$ cat src/rtl/dma_edge_pkg.sv
package dma_edge_pkg;

  // acceptance side: where the request line watcher stands
  typedef enum logic [1:0] {
    ACC_ARM       = 2'd0,  // looking for a low level
    ACC_SEEK_HI   = 2'd1,  // activated, transfer running, high not yet seen
    ACC_HI_OK     = 2'd2,  // high seen, waiting for the transfer to end
    ACC_SEEK_POST = 2'd3   // transfer ended, line still low
  } acc_st_e;

  // transfer sequencer
  typedef enum logic [2:0] {
    SEQ_IDLE = 3'd0,
    SEQ_HOLD = 3'd1,  // clearance gap before asking for the bus
    SEQ_REQ  = 3'd2,  // bus requested, waiting for grant
    SEQ_XFER = 3'd3,  // single-address cycle, acknowledge active
    SEQ_REL  = 3'd4   // bus released for one cycle
  } seq_st_e;

endpackage

$ cat src/rtl/dma_req_accept.sv
module dma_req_accept
  import dma_edge_pkg::*;
(
  input  logic clk,
  input  logic rst,
  input  logic en,
  input  logic dreq_n,
  input  logic act,
  input  logic xfer_end,
  output logic pend,
  output logic armed
);

  acc_st_e st_q, st_d;
  logic    pend_d;

  always_comb begin
    st_d   = st_q;
    pend_d = pend;
    unique case (st_q)
      ACC_ARM: begin
        if (act) begin
          pend_d = 1'b0;
          st_d   = ACC_SEEK_HI;
        end else if (!dreq_n) begin
          pend_d = 1'b1;
        end
      end
      ACC_SEEK_HI: begin
        if (dreq_n) st_d = xfer_end ? ACC_ARM : ACC_HI_OK;
        else if (xfer_end) st_d = ACC_SEEK_POST;
      end
      ACC_HI_OK: begin
        if (xfer_end) st_d = ACC_ARM;
      end
      ACC_SEEK_POST: begin
        if (dreq_n) st_d = ACC_ARM;
      end
      default: st_d = ACC_ARM;
    endcase
    // a disabled channel forgets everything and samples nothing
    if (!en) begin
      st_d   = ACC_ARM;
      pend_d = 1'b0;
    end
  end

  always_ff @(posedge clk) begin
    if (rst) begin
      st_q <= ACC_ARM;
      pend <= 1'b0;
    end else begin
      st_q <= st_d;
      pend <= pend_d;
    end
  end

  assign armed = (st_q == ACC_ARM);

endmodule

$ cat src/rtl/dma_xfer_seq.sv
module dma_xfer_seq
  import dma_edge_pkg::*;
#(
  parameter int HOLD_CYC = 1
) (
  input  logic clk,
  input  logic rst,
  input  logic en,
  input  logic pend,
  input  logic armed,
  input  logic bus_gnt,
  input  logic cycle_done,
  output logic act,
  output logic xfer_end,
  output logic bus_req,
  output logic ack_n,
  output logic idle
);

  localparam int HW = (HOLD_CYC > 1) ? $clog2(HOLD_CYC) : 1;
  localparam logic [HW-1:0] HOLD_LAST = HW'(HOLD_CYC - 1);

  seq_st_e         st_q, st_d;
  logic [HW-1:0]   hold_q;

  assign act      = (st_q == SEQ_IDLE) && pend && armed && en;
  assign xfer_end = (st_q == SEQ_XFER) && cycle_done;

  always_comb begin
    st_d = st_q;
    unique case (st_q)
      SEQ_IDLE: if (act) st_d = SEQ_HOLD;
      SEQ_HOLD: if (hold_q == HOLD_LAST) st_d = SEQ_REQ;
      SEQ_REQ:  if (bus_gnt) st_d = SEQ_XFER;
      SEQ_XFER: if (cycle_done) st_d = SEQ_REL;
      SEQ_REL:  st_d = SEQ_IDLE;
      default:  st_d = SEQ_IDLE;
    endcase
  end

  always_ff @(posedge clk) begin
    if (rst) begin
      st_q   <= SEQ_IDLE;
      hold_q <= '0;
    end else begin
      st_q <= st_d;
      if (st_q == SEQ_HOLD) hold_q <= hold_q + 1'b1;
      else                  hold_q <= '0;
    end
  end

  assign bus_req = (st_q == SEQ_REQ) || (st_q == SEQ_XFER);
  assign ack_n   = (st_q != SEQ_XFER);
  assign idle    = (st_q == SEQ_IDLE);

endmodule

$ cat src/rtl/dma_xfer_cnt.sv
module dma_xfer_cnt #(
  parameter int CNT_W = 16
) (
  input  logic             clk,
  input  logic             rst,
  input  logic             start_stb,
  input  logic             stop_stb,
  input  logic [CNT_W-1:0] count_in,
  input  logic             xfer_end,
  input  logic             quiet,
  input  logic             idle,
  output logic             en,
  output logic             done
);

  localparam logic [CNT_W-1:0] ONE = CNT_W'(1);

  logic [CNT_W-1:0] remain_q;
  logic             stop_q;
  logic             stop_any;

  assign stop_any = stop_q || stop_stb;

  always_ff @(posedge clk) begin
    if (rst) begin
      en       <= 1'b0;
      done     <= 1'b0;
      stop_q   <= 1'b0;
      remain_q <= '0;
    end else begin
      done <= 1'b0;
      if (!en) begin
        stop_q <= 1'b0;
        if (start_stb && idle && (count_in != '0)) begin
          en       <= 1'b1;
          remain_q <= count_in;
        end
      end else begin
        if (stop_stb) stop_q <= 1'b1;
        if (xfer_end) begin
          remain_q <= remain_q - ONE;
          if (remain_q == ONE) begin
            en     <= 1'b0;
            done   <= 1'b1;
            stop_q <= 1'b0;
          end else if (stop_any) begin
            en     <= 1'b0;
            stop_q <= 1'b0;
          end
        end else if (stop_any && quiet) begin
          en     <= 1'b0;
          stop_q <= 1'b0;
        end
      end
    end
  end

endmodule

$ cat src/rtl/dma_edge_accept.sv
module dma_edge_accept #(
  parameter int CNT_W     = 16,
  parameter int CLEAR_CYC = 3
) (
  input  logic             clk,
  input  logic             rst,
  input  logic             start_stb,
  input  logic             stop_stb,
  input  logic [CNT_W-1:0] xfer_count,
  input  logic             dreq_n,
  input  logic             bus_gnt,
  input  logic             cycle_done,
  output logic             bus_req,
  output logic             ack_n,
  output logic             busy,
  output logic             done
);

  // latch edge -> activation edge -> hold cycles -> request -> transfer
  localparam int HOLD_CYC = (CLEAR_CYC > 3) ? (CLEAR_CYC - 2) : 1;

  logic en_w, pend_w, armed_w, act_w, xend_w, idle_w, quiet_w;

  assign quiet_w = idle_w && !pend_w;
  assign busy    = en_w || !idle_w;

  dma_req_accept u_accept (
    .clk      (clk),
    .rst      (rst),
    .en       (en_w),
    .dreq_n   (dreq_n),
    .act      (act_w),
    .xfer_end (xend_w),
    .pend     (pend_w),
    .armed    (armed_w)
  );

  dma_xfer_seq #(.HOLD_CYC(HOLD_CYC)) u_seq (
    .clk        (clk),
    .rst        (rst),
    .en         (en_w),
    .pend       (pend_w),
    .armed      (armed_w),
    .bus_gnt    (bus_gnt),
    .cycle_done (cycle_done),
    .act        (act_w),
    .xfer_end   (xend_w),
    .bus_req    (bus_req),
    .ack_n      (ack_n),
    .idle       (idle_w)
  );

  dma_xfer_cnt #(.CNT_W(CNT_W)) u_cnt (
    .clk       (clk),
    .rst       (rst),
    .start_stb (start_stb),
    .stop_stb  (stop_stb),
    .count_in  (xfer_count),
    .xfer_end  (xend_w),
    .quiet     (quiet_w),
    .idle      (idle_w),
    .en        (en_w),
    .done      (done)
  );

endmodule

$ cat config.mk
export PLATFORM = sky130hd
export DESIGN_NAME = dma_edge_accept
export DESIGN_NICKNAME = d
export VERILOG_FILES = /design/src/rtl/dma_edge_pkg.sv /design/src/rtl/dma_req_accept.sv /design/src/rtl/dma_xfer_seq.sv /design/src/rtl/dma_xfer_cnt.sv /design/src/rtl/dma_edge_accept.sv
export SDC_FILE = /design/constraint.sdc
export NUM_CORES = 1
export LEC_CHECK = 0
export ABC_AREA = 1
export CORE_UTILIZATION = 40
export CTS_BUF_LIST = sky130_fd_sc_hd__clkbuf_4
export CTS_CLUSTER_DIAMETER = 40
export DETAILED_ROUTE_END_ITERATION = 16
export DONT_BUFFER_PORTS = 1
export PLACE_DENSITY = 0.56
export SKIP_CTS_REPAIR_TIMING = 1
export SLEW_MARGIN = 20
export SYNTH_ARGS = -nofsm -noshare
export SYNTH_HDL_FRONTEND = slang
export SYNTH_SLANG_ARGS = --single-unit
$ cat constraint.sdc
create_clock -name clk -period 1.9 [get_ports clk]
set_clock_uncertainty 0.15 [all_clocks]
set_input_delay 0.38 -clock clk [delete_from_list [all_inputs] [get_ports clk]]
set_output_delay 0.38 -clock clk [all_outputs]
set_load 0.005 [all_outputs]
==> flow_summary.yaml, run 1 <==
route:
  route.detailed.drc: 0
  wire_per_inst_um: 11.94
  drt-initial-drc-count: 84
  dr.pass1.iters: 4
  viasPerCell: 5.006
  detail-route-antenna-nets: 0
  via_count: 1797
  drt-total-wl_mm: 4.285
global_route:
  grt_pass1_wl_mm: 7.493
  grt.total_usage: 0.1908
  antenna_found_initial: 0
  grt-ovfl-total: 0
  grt_max_degree: 21
  grt_pass1_vias: 1745
worst_setup_path:
  critical_path_class: "reg2out"
  cp.required_ns: 1.37
  crit_fanout: 20
  cp-end-kind: "output port"
  startpoint_type: "register"
  cp_cell_sequence: "inv_2, nand2_1"
  cp_top_family: "flip-flops"
  worst_ep_arrival_time_ns: 1.24
  ff2ff_path_depth: 8
  slowest_stage: "dfxtp_2"
  reg2reg_slack_ns: 0.24
  cp.depth: 2
  max_stage_delay_ns: 0.53
  crit_buf_inv: 1
final_layout:
  fill_cells: 475
  areaGrowthSynthToFinish_pct: 3.022
  final_layout_size_suffix_gt1_frac: 0.08143
  fin_util: 0.4310
  fin_cells: 359
  antenna_cells: 0
  nets: 334
sta:
  holdWs_ns: 0.02603
  finalCritPeriodShare: 0.9327
  maxSlewHeadroom: 0.6089
  rsz0062_at_grt: "no"
  setup_violations: 0
  fmax_mhz: 564.3
  hold_viol_final: 0
  tightest_slew_ns: 0.5860
  final-max-slew-violation-count: 0
  period_needed_ns: 1.772
clock_network:
  cts_max_level: 1
  cts.sinks: 26
  clk_pin_slew_ns: 0.14
  clk_latency_ns: 0.34
  cts-root-buf: "clkbuf_4"
  clockBufferDepth: 2
  cts_buffers: 3
  tritoncts: "yes"
hold_path:
  whs_path_depth: 2
  hold_class: "in2reg"
logic_synthesis:
  avgSynthCellArea_sq_um: 5.934
  yosysUniqueCellTypes: 31
  synthCells: 307
  synth.cell_area_sq_um: 1822
  synth_nets: 332
  ys_ff_latch: 26
  yosysWarnings: 0
  ys_seq_area_frac: 0.2857
floorplanning:
  fp.dieW_um: 69.49
  rows: 24
  pin_count: 27
  die-area_sq_um: 4828
  die_h_um: 69.49
  start_util: 0.4184
  core_area_sq_um: 4354
placed_design:
  dp_cells: 355
  hpwl_mm: 3.239
  portBuffers: 0
  place_congestion: 0.7973
flow_run:
  maxCapViolCount: 0
power_and_ir_drop:
  power_leakage_nw: 0.8792
  finalPower_w: 0.002907
  vdd.ir_drop.worst_mv: 0.5727
  power_density_nw_per_um2: 1549
status:
  outcome: "complete, no violations"
-- metal layers --
| layer | global-route usage | vias to the layer above | part of all wire | routed length (um) |
|---|---|---|---|---|
| li1 | - | 965 | - | - |
| met1 | 0.2246 | 788 | 0.47 | 2009 |
| met2 | 0.3398 | 37 | 0.46 | 1980 |
| met3 | 0.03924 | 7 | 0.051 | 217 |
| met4 | 0.06803 | 0 | 0.018 | 77 |
| met5 | 0 | - | 0 | 0 |
-- sequential cells by signal (all words and copies together) (netlist names) --
signal	count
u_accept.pend	1
u_accept.st_q	2
u_cnt.done	1
u_cnt.en	1
u_cnt.remain_q	16
u_cnt.stop_q	1
u_seq.hold_q	1
u_seq.st_q	3
-- synth_stat cells --
library cell	number	area, sq um
nand2_4	2	22.52
inv_1	29	108.9
nor2_4	2	22.52
o21ai_0	12	60.06
a21boi_0	2	15.01
clkbuf_2	1	5.000
clkbuf_8	2	27.53
o21ai_1	6	30.03
nand3b_1	2	15.01
nand4_1	2	12.51
dfxtp_1	26	520.5
o21bai_1	2	15.01
a21oi_2	1	8.760
nand2_1	85	319.1
a21oi_1	11	55.05
buf_2	1	5.000
nand2_8	1	20.02
nor2_1	75	281.5
nor2_2	2	12.51
nor3_1	4	20.02
clkbuf_1	1	3.750
inv_2	3	11.26
ha_1	2	25.02
nor3_4	1	16.27
nand2_2	2	12.51
buf_12	1	20.02
nand3_1	23	115.1
o31ai_1	1	7.510
o21ai_2	1	8.760
a31oi_1	1	6.260
or2_2	3	18.77
-- worst paths after layout --
kind | from | to
worst max-delay path | u_cnt.en | busy
worst min register to register | u_seq.hold_q | u_seq.hold_q
worst min-delay path | cycle_done | u_seq.st_q[2]
worst max register to register | u_cnt.remain_q[0] | u_cnt.remain_q[7]
-- report_power, final --
| group | internal, W | switching (W) | total (W) |
|---|---|---|---|
| sequential | 0.000726 | 0.000200 | 0.000926 |
| combinational | 0.000590 | 0.00114 | 0.00173 |
| clock | 0.0000747 | 0.000178 | 0.000253 |
| total | 0.00139 | 0.00152 | 0.00291 |
-- through the flow --
| stage | instance area (sq um) | setup TNS [ns] | worst slack [ns] |
|---|---|---|---|
| 4_1_cts | 1863 | -0.1328 | -0.1328 |
| 6_report | 1877 | 0 | 0.1278 |
| 5_1_grt | 1877 | 0 | 0.04955 |
| 3_5_place_dp | 1841 | 0 | 0.2378 |
| 2_1_floorplan | 1822 | 0 | 0.4351 |
| 3_3_place_gp | 1841 | 0 | 0.2444 |
-- layout make-up --
type	count	area [sq um]	share of cell area
flip-flops and latches	26	521.8	0.2780
clock buffers	3	22.52	0.01200
inverters	32	120.1	0.06400
multi-input cells	243	1122	0.5980
repair buffers	3	25.02	0.01333
well taps	52	65.06	0.03467
-- cells by family after synthesis --
logic type	Yosys count	synth area share
simple gates	204	0.4876
compound gates	37	0.1133
fa+ha+maj	2	0.01373
buf+inv	38	0.09958
flops	26	0.2857
-- cells in the final DEF, fill, tap and decap left out --
| cell type | n |
|---|---|
| a21boi_0 | 2 |
| a21oi_1 | 11 |
| a21oi_2 | 1 |
| a31oi_1 | 1 |
| buf_4 | 2 |
| clkbuf_4 | 3 |
| dfxtp_1 | 25 |
| dfxtp_2 | 1 |
| dlygate4sd3_1 | 1 |
| ha_1 | 2 |
| inv_1 | 29 |
| inv_2 | 3 |
| nand2_1 | 85 |
| nand2_2 | 2 |
| nand2_4 | 2 |
| nand2_8 | 1 |
| nand3_1 | 23 |
| nand3b_1 | 2 |
| nand4_1 | 2 |
| nor2_1 | 74 |
| nor2_2 | 3 |
| nor2_4 | 2 |
| nor3_1 | 4 |
| nor3_4 | 1 |
| o21ai_0 | 12 |
| o21ai_1 | 6 |
| o21ai_2 | 1 |
| o21bai_1 | 2 |
| o31ai_1 | 1 |
| or2_2 | 3 |
-- worst reg2reg max path, delay by kind of cell (launching register included) --
| family | cells | cell delay, ns |
|---|---|---|
| AO/OA/AOI/OAI | 1 | 0.17 |
| AND/OR/NAND/NOR | 7 | 0.88 |
| flip-flops | 1 | 0.37 |
Note: power is estimated with default switching activity, not from simulation.
==> run 2: changes to the inputs <==
==> constraint.sdc (replaced) <==
create_clock -name clk -period 1.85 [get_ports clk]
set_clock_uncertainty 0.15 [all_clocks]
set_input_delay 0.37 -clock clk [delete_from_list [all_inputs] [get_ports clk]]
set_output_delay 0.37 -clock clk [all_outputs]
set_load 0.005 [all_outputs]
==> flow_summary.yaml, run 2 (synthesized netlist as in run 1, its figures left out) <==
global_route:
  grt_max_degree: 21
  grt_pass1_vias: 1730
  grt-ovfl-total: 0
  grt_pass1_wl_mm: 7.603
  antenna_found_initial: 0
  grt.total_usage: 0.1936
final_layout:
  areaGrowthSynthToFinish_pct: 5.769
  max_flop_register: "u_cnt.remain_q"
  final_layout_size_suffix_gt1_frac: 0.09003
  antenna_cells: 0
  final_cell_mix: "nand2_1, nor2_1, inv_1"
  final_common_cell: "nand2_1"
  reg_top3: "u_cnt.remain_q x16, u_seq.st_q x3, u_accept.st_q x2"
  largest_register_ffs: 16
  nets: 337
clock_network:
  cts_max_level: 1
  cts-root-buf: "clkbuf_4"
  clk_latency_ns: 0.34
  clk_pin_slew_ns: 0.15
  cts.sinks: 26
  cts_buffers: 3
  clockBufferDepth: 2
  tritoncts: "yes"
hold_path:
  hp-start: "cycle_done"
  hold_class: "in2reg"
worst_setup_path:
  cp.required_ns: 1.33
  startpoint_type: "register"
  slowest_stage: "dfxtp_2"
  worst_ep_arrival_time_ns: 1.18
  crit_fanout: 20
  worstSetupStartpoint: "u_cnt.en"
  cp-end-kind: "output port"
  max_stage_delay_ns: 0.50
  cp_cell_sequence: "inv_2, nand2_1"
  reg2reg_from: "u_cnt.remain_q[0]"
  crit_buf_inv: 1
  cp_top_family: "flip-flops"
  critical_path_class: "reg2out"
floorplanning:
  die_h_um: 69.49
  start_util: 0.4184
  rows: 24
  die-area_sq_um: 4828
  fp.dieW_um: 69.49
  core_area_sq_um: 4354
  pin_count: 27
placed_design:
  place_congestion: 0.8323
  hpwl_mm: 3.412
  portBuffers: 0
  post-place-ws_ns: 0.1985
sta:
  postLayoutSetupSlackWorst_ns: 0.1478
  rsz0062_at_grt: "no"
  fmax_mhz: 587.5
  maxSlewHeadroom: 0.5960
  finalCritPeriodShare: 0.9201
  setup_violations: 0
  hold_viol_final: 0
  period_needed_ns: 1.702
  final-max-slew-violation-count: 0
  holdWs_ns: 0.02551
  tightest_slew_ns: 0.6053
route:
  drt-total-wl_mm: 4.446
  wire_per_inst_um: 12.25
  drt-initial-drc-count: 115
  dr.pass1.iters: 4
  route.detailed.drc: 0
  detail-route-antenna-nets: 0
  viasPerCell: 4.970
  via_count: 1804
power_and_ir_drop:
  finalPower_w: 0.003204
  power_density_nw_per_um2: 1663
  power_leakage_nw: 0.9089
  vdd.ir_drop.worst_mv: 0.6766
flow_run:
  maxCapViolCount: 0
status:
  outcome: "complete, no violations"
==> run 2: cell types whose count changed in the layout (fill, tap and decap cells not counted), sizes merged <==
cell / before / now
buf: 2 / 5
bufinv: 0 / 1
==> run 2: report_power, final <==
| group | internal, W | switching (W) |
|---|---|---|
| sequential | 0.000745 | 0.000196 |
| clock | 0.000219 | 0.000198 |
| combinational | 0.000644 | 0.00120 |
| total | 0.00161 | 0.00160 |
==> run 2: routing by layer <==
metal	up-vias	GRT usage	wire [um]	share of wire
li1	975	-	-	-
met1	792	0.2392	2049	0.46
met2	35	0.3484	2105	0.47
met3	2	0.04360	270	0.061
met4	0	0.02721	21	0.0047
met5	-	0	0	0
==> run 2: metrics by stage <==
| stage | instances | utilization | instance area (sq um) | setup TNS [ns] |
|---|---|---|---|---|
| floorplan | 307 | - | 1822 | 0 |
| global placement | 358 | 0.4279 | 1863 | 0 |
| detailed placement | 358 | 0.4279 | 1863 | 0 |
| CTS | 362 | 0.4399 | 1916 | -0.09277 |
| global route | 363 | 0.4425 | 1927 | 0 |
| finish | 363 | 0.4425 | 1927 | 0 |
==> run 2: worst register-to-register path, cell delays in order, from the launching register on <==
cell     delay [ns]
dfxtp_1        0.38
inv_1          0.07
ha_1           0.19
inv_1          0.07
nor2_1         0.12
nand2_1        0.11
nor2_1         0.18
nand2_1        0.07
nand3_1        0.09
nand2_1        0.05
nor2_1         0.08
nor2_1         0.05
==> run 2: path summary, 6_finish.rpt <==
kind,cells after the start,slack [ns],to
max,2,0.15,busy
max reg2reg,11,0.18,u_cnt.remain_q[6]
min,2,0.03,u_seq.st_q[2]
min reg2reg,1,0.28,u_seq.hold_q
==> run 2: area by class of cell <==
| class | count | area (sq um) |
|---|---|---|
| clock buffer | 3 | 22.52 |
| clock inverter | 1 | 30.03 |
| multi-input combinational | 243 | 1120 |
| fill | 474 | 2427 |
| timing repair buffer | 6 | 47.55 |
| tap | 52 | 65.06 |
| sequential | 26 | 521.8 |
| inverter | 32 | 120.1 |
==> run 3: changes to the inputs <==
--- a/config.mk
+++ b/config.mk
@@ -16,4 +16,5 @@
 export SLEW_MARGIN = 20
 export SYNTH_ARGS = -nofsm -noshare
 export SYNTH_HDL_FRONTEND = slang
+export SYNTH_HIERARCHICAL = 1
 export SYNTH_SLANG_ARGS = --single-unit
==> flow_summary.yaml, run 3 <==
logic_synthesis:
  yosysTopAreaCellShare: 0.2905
  avgSynthCellArea_sq_um: 6.033
  yosysUniqueCellTypes: 30
  ys_ff_latch: 26
  ys_seq_area_frac: 0.2905
  synth.cell_area_sq_um: 1792
  synthTopCellsByCount: "nand2_1, nor2_1, inv_1, dfxtp_1, nand3_1"
  synth_flop_cell: "dfxtp_1"
  yosysWarnings: 6
  synthCells: 297
  synth_top_area_cell: "dfxtp_1"
  yosysMostFrequentCell: "nand2_1"
  synth_nets: 322
  synthTopCellsByArea: "dfxtp_1, nand2_1, nor2_1, inv_1, nand3_1"
  synthArstFlopShare: 0
  synth_edf_count: 0
worst_setup_path:
  startpoint_type: "register"
  cp-end-kind: "output port"
  slowest_stage: "dfxtp_1"
  cp_cell_sequence: "buf_4, inv_1, nand2_1"
  crit_fanout: 11
  max_stage_delay_ns: 0.53
  cp.required_ns: 1.33
  critical_path_class: "reg2out"
  worst_ep_arrival_time_ns: 1.20
sta:
  tightest_slew_ns: 0.4300
  finalSetupTns_ns: 0
  rsz0062_at_grt: "no"
  setup_violations: 0
  period_needed_ns: 1.725
  maxSlewHeadroom: 0.7130
  final-max-slew-violation-count: 0
  finalCritPeriodShare: 0.9324
  hold_viol_final: 0
  holdWs_ns: 0.03203
  fmax_mhz: 579.7
global_route:
  grt_use_met3: 0.02138
  grt_max_degree: 26
  grt.busiest_layer: "met2"
  grt_pass1_wl_mm: 6.934
  grt.total_usage: 0.1939
  antenna_found_initial: 0
  grt_pass1_vias: 1598
  grt-ovfl-total: 0
  use_met2: 0.3167
  met1_usage: 0.2650
power_and_ir_drop:
  vdd.ir_drop.worst_mv: 0.3043
  power_density_nw_per_um2: 739.8
  finalPower_w: 0.001437
  power_leakage_nw: 0.8602
placed_design:
  hpwl_mm: 3.287
  portBuffers: 0
  dp_cells: 347
  place_congestion: 0.8422
final_layout:
  antenna_cells: 0
  largest_register_ffs: 16
  fin_cells: 353
  max_flop_register: "u_cnt/remain_q"
  reg_top3: "u_cnt/remain_q x16, u_seq/st_q x3, u_accept/st_q x2"
  final_layout_size_suffix_gt1_frac: 0.1419
  areaGrowthSynthToFinish_pct: 8.380
  final_common_cell: "nand2_1"
  final_cell_mix: "nand2_1, nor2_1, inv_1"
  nets: 329
route:
  drt-initial-drc-count: 87
  drt-total-wl_mm: 4.351
  wire_per_inst_um: 12.33
  via_count: 1771
  detail-route-antenna-nets: 0
  route.detailed.drc: 0
  viasPerCell: 5.017
  dr.pass1.iters: 4
floorplanning:
  fp.dieW_um: 68.93
  die_h_um: 68.93
  pin_count: 27
  start_util: 0.4324
  rows: 23
  die-area_sq_um: 4751
  core_area_sq_um: 4144
flow_run:
  maxCapViolCount: 0
hold_path:
  hold_class: "in2reg"
clock_network:
  clk_pin_slew_ns: 0.15
  clockBufferDepth: 2
  cts_buffers: 3
  clk_latency_ns: 0.33
  cts.sinks: 26
  tritoncts: "yes"
  cts-root-buf: "clkbuf_4"
  cts_max_level: 1
status:
  outcome: "complete, no violations"
[run 3: changes by cell type after synthesis, sizes merged, moves of 3 or more]
cell and delta:
a21oi +8, nor2 -12, inv +5, buf +3, nand2 -14, xor2 +3
[run 3: metrics by stage]
stage | area (sq um) | setup slack [ns] | util
6_report | 1942 | 0.1251 | 0.4686
5_1_grt | 1942 | 0.01805 | 0.4686
4_1_cts | 1909 | 0.08427 | 0.4607
3_5_place_dp | 1857 | 0.1102 | 0.4481
3_3_place_gp | 1857 | 0.1283 | 0.4481
2_1_floorplan | 1792 | 0.2578 | -
[run 3: worst max-delay path: cells and delay by family, from the launching register on]
kind | cells | cell delay, ns
DFF | 1 | 0.53
and+or+nand+nor | 1 | 0.07
buffers and inverters | 2 | 0.29
[run 3: cells by family (layout without fill, tap and decap cells)]
logic type,Yosys count,after routing,synth area share
AO/OA/AOI/OAI,43,43,0.1285
AND/OR/NAND/NOR,179,179,0.4469
buffers and inverters,44,50,0.1054
XOR/XNOR,3,3,0.01467
flip-flops,26,26,0.2905
adder cells (fa/ha/maj),2,2,0.01396
[run 3: final timing paths]
| path | start | to | slack [ns] | depth (start not counted) |
|---|---|---|---|---|
| worst max-delay path | u_cnt/en | busy | 0.13 | 3 |
| worst min register to register | u_seq/hold_q | u_seq/hold_q | 0.28 | 1 |
| worst min-delay path | rst | u_seq/st_q[1] | 0.03 | 3 |
| worst max register to register | u_cnt/remain_q[0] | u_cnt/remain_q[12] | 0.19 | 9 |
[run 3: area by class of cell]
cell class / instances / area (sq um)
Fill cell: 463 / 2202
Tap cell: 50 / 62.56
Inverter: 37 / 138.9
Sequential cell: 26 / 521.8
Multi-Input combinational cell: 227 / 1094
Clock buffer: 3 / 22.52
Timing Repair Buffer: 9 / 72.57
Clock inverter: 1 / 30.03
[run 3: per-layer routing]
metal	vias to the layer above	wire length [um]
li1	959	-
met1	774	2272
met2	36	1834
met3	2	216
met4	0	27
met5	-	0
[run 3: report_power, final]
group          internal [W]  switching, W
logic              0.000140      0.000242
clock network      0.000219      0.000187
registers          0.000598     0.0000506
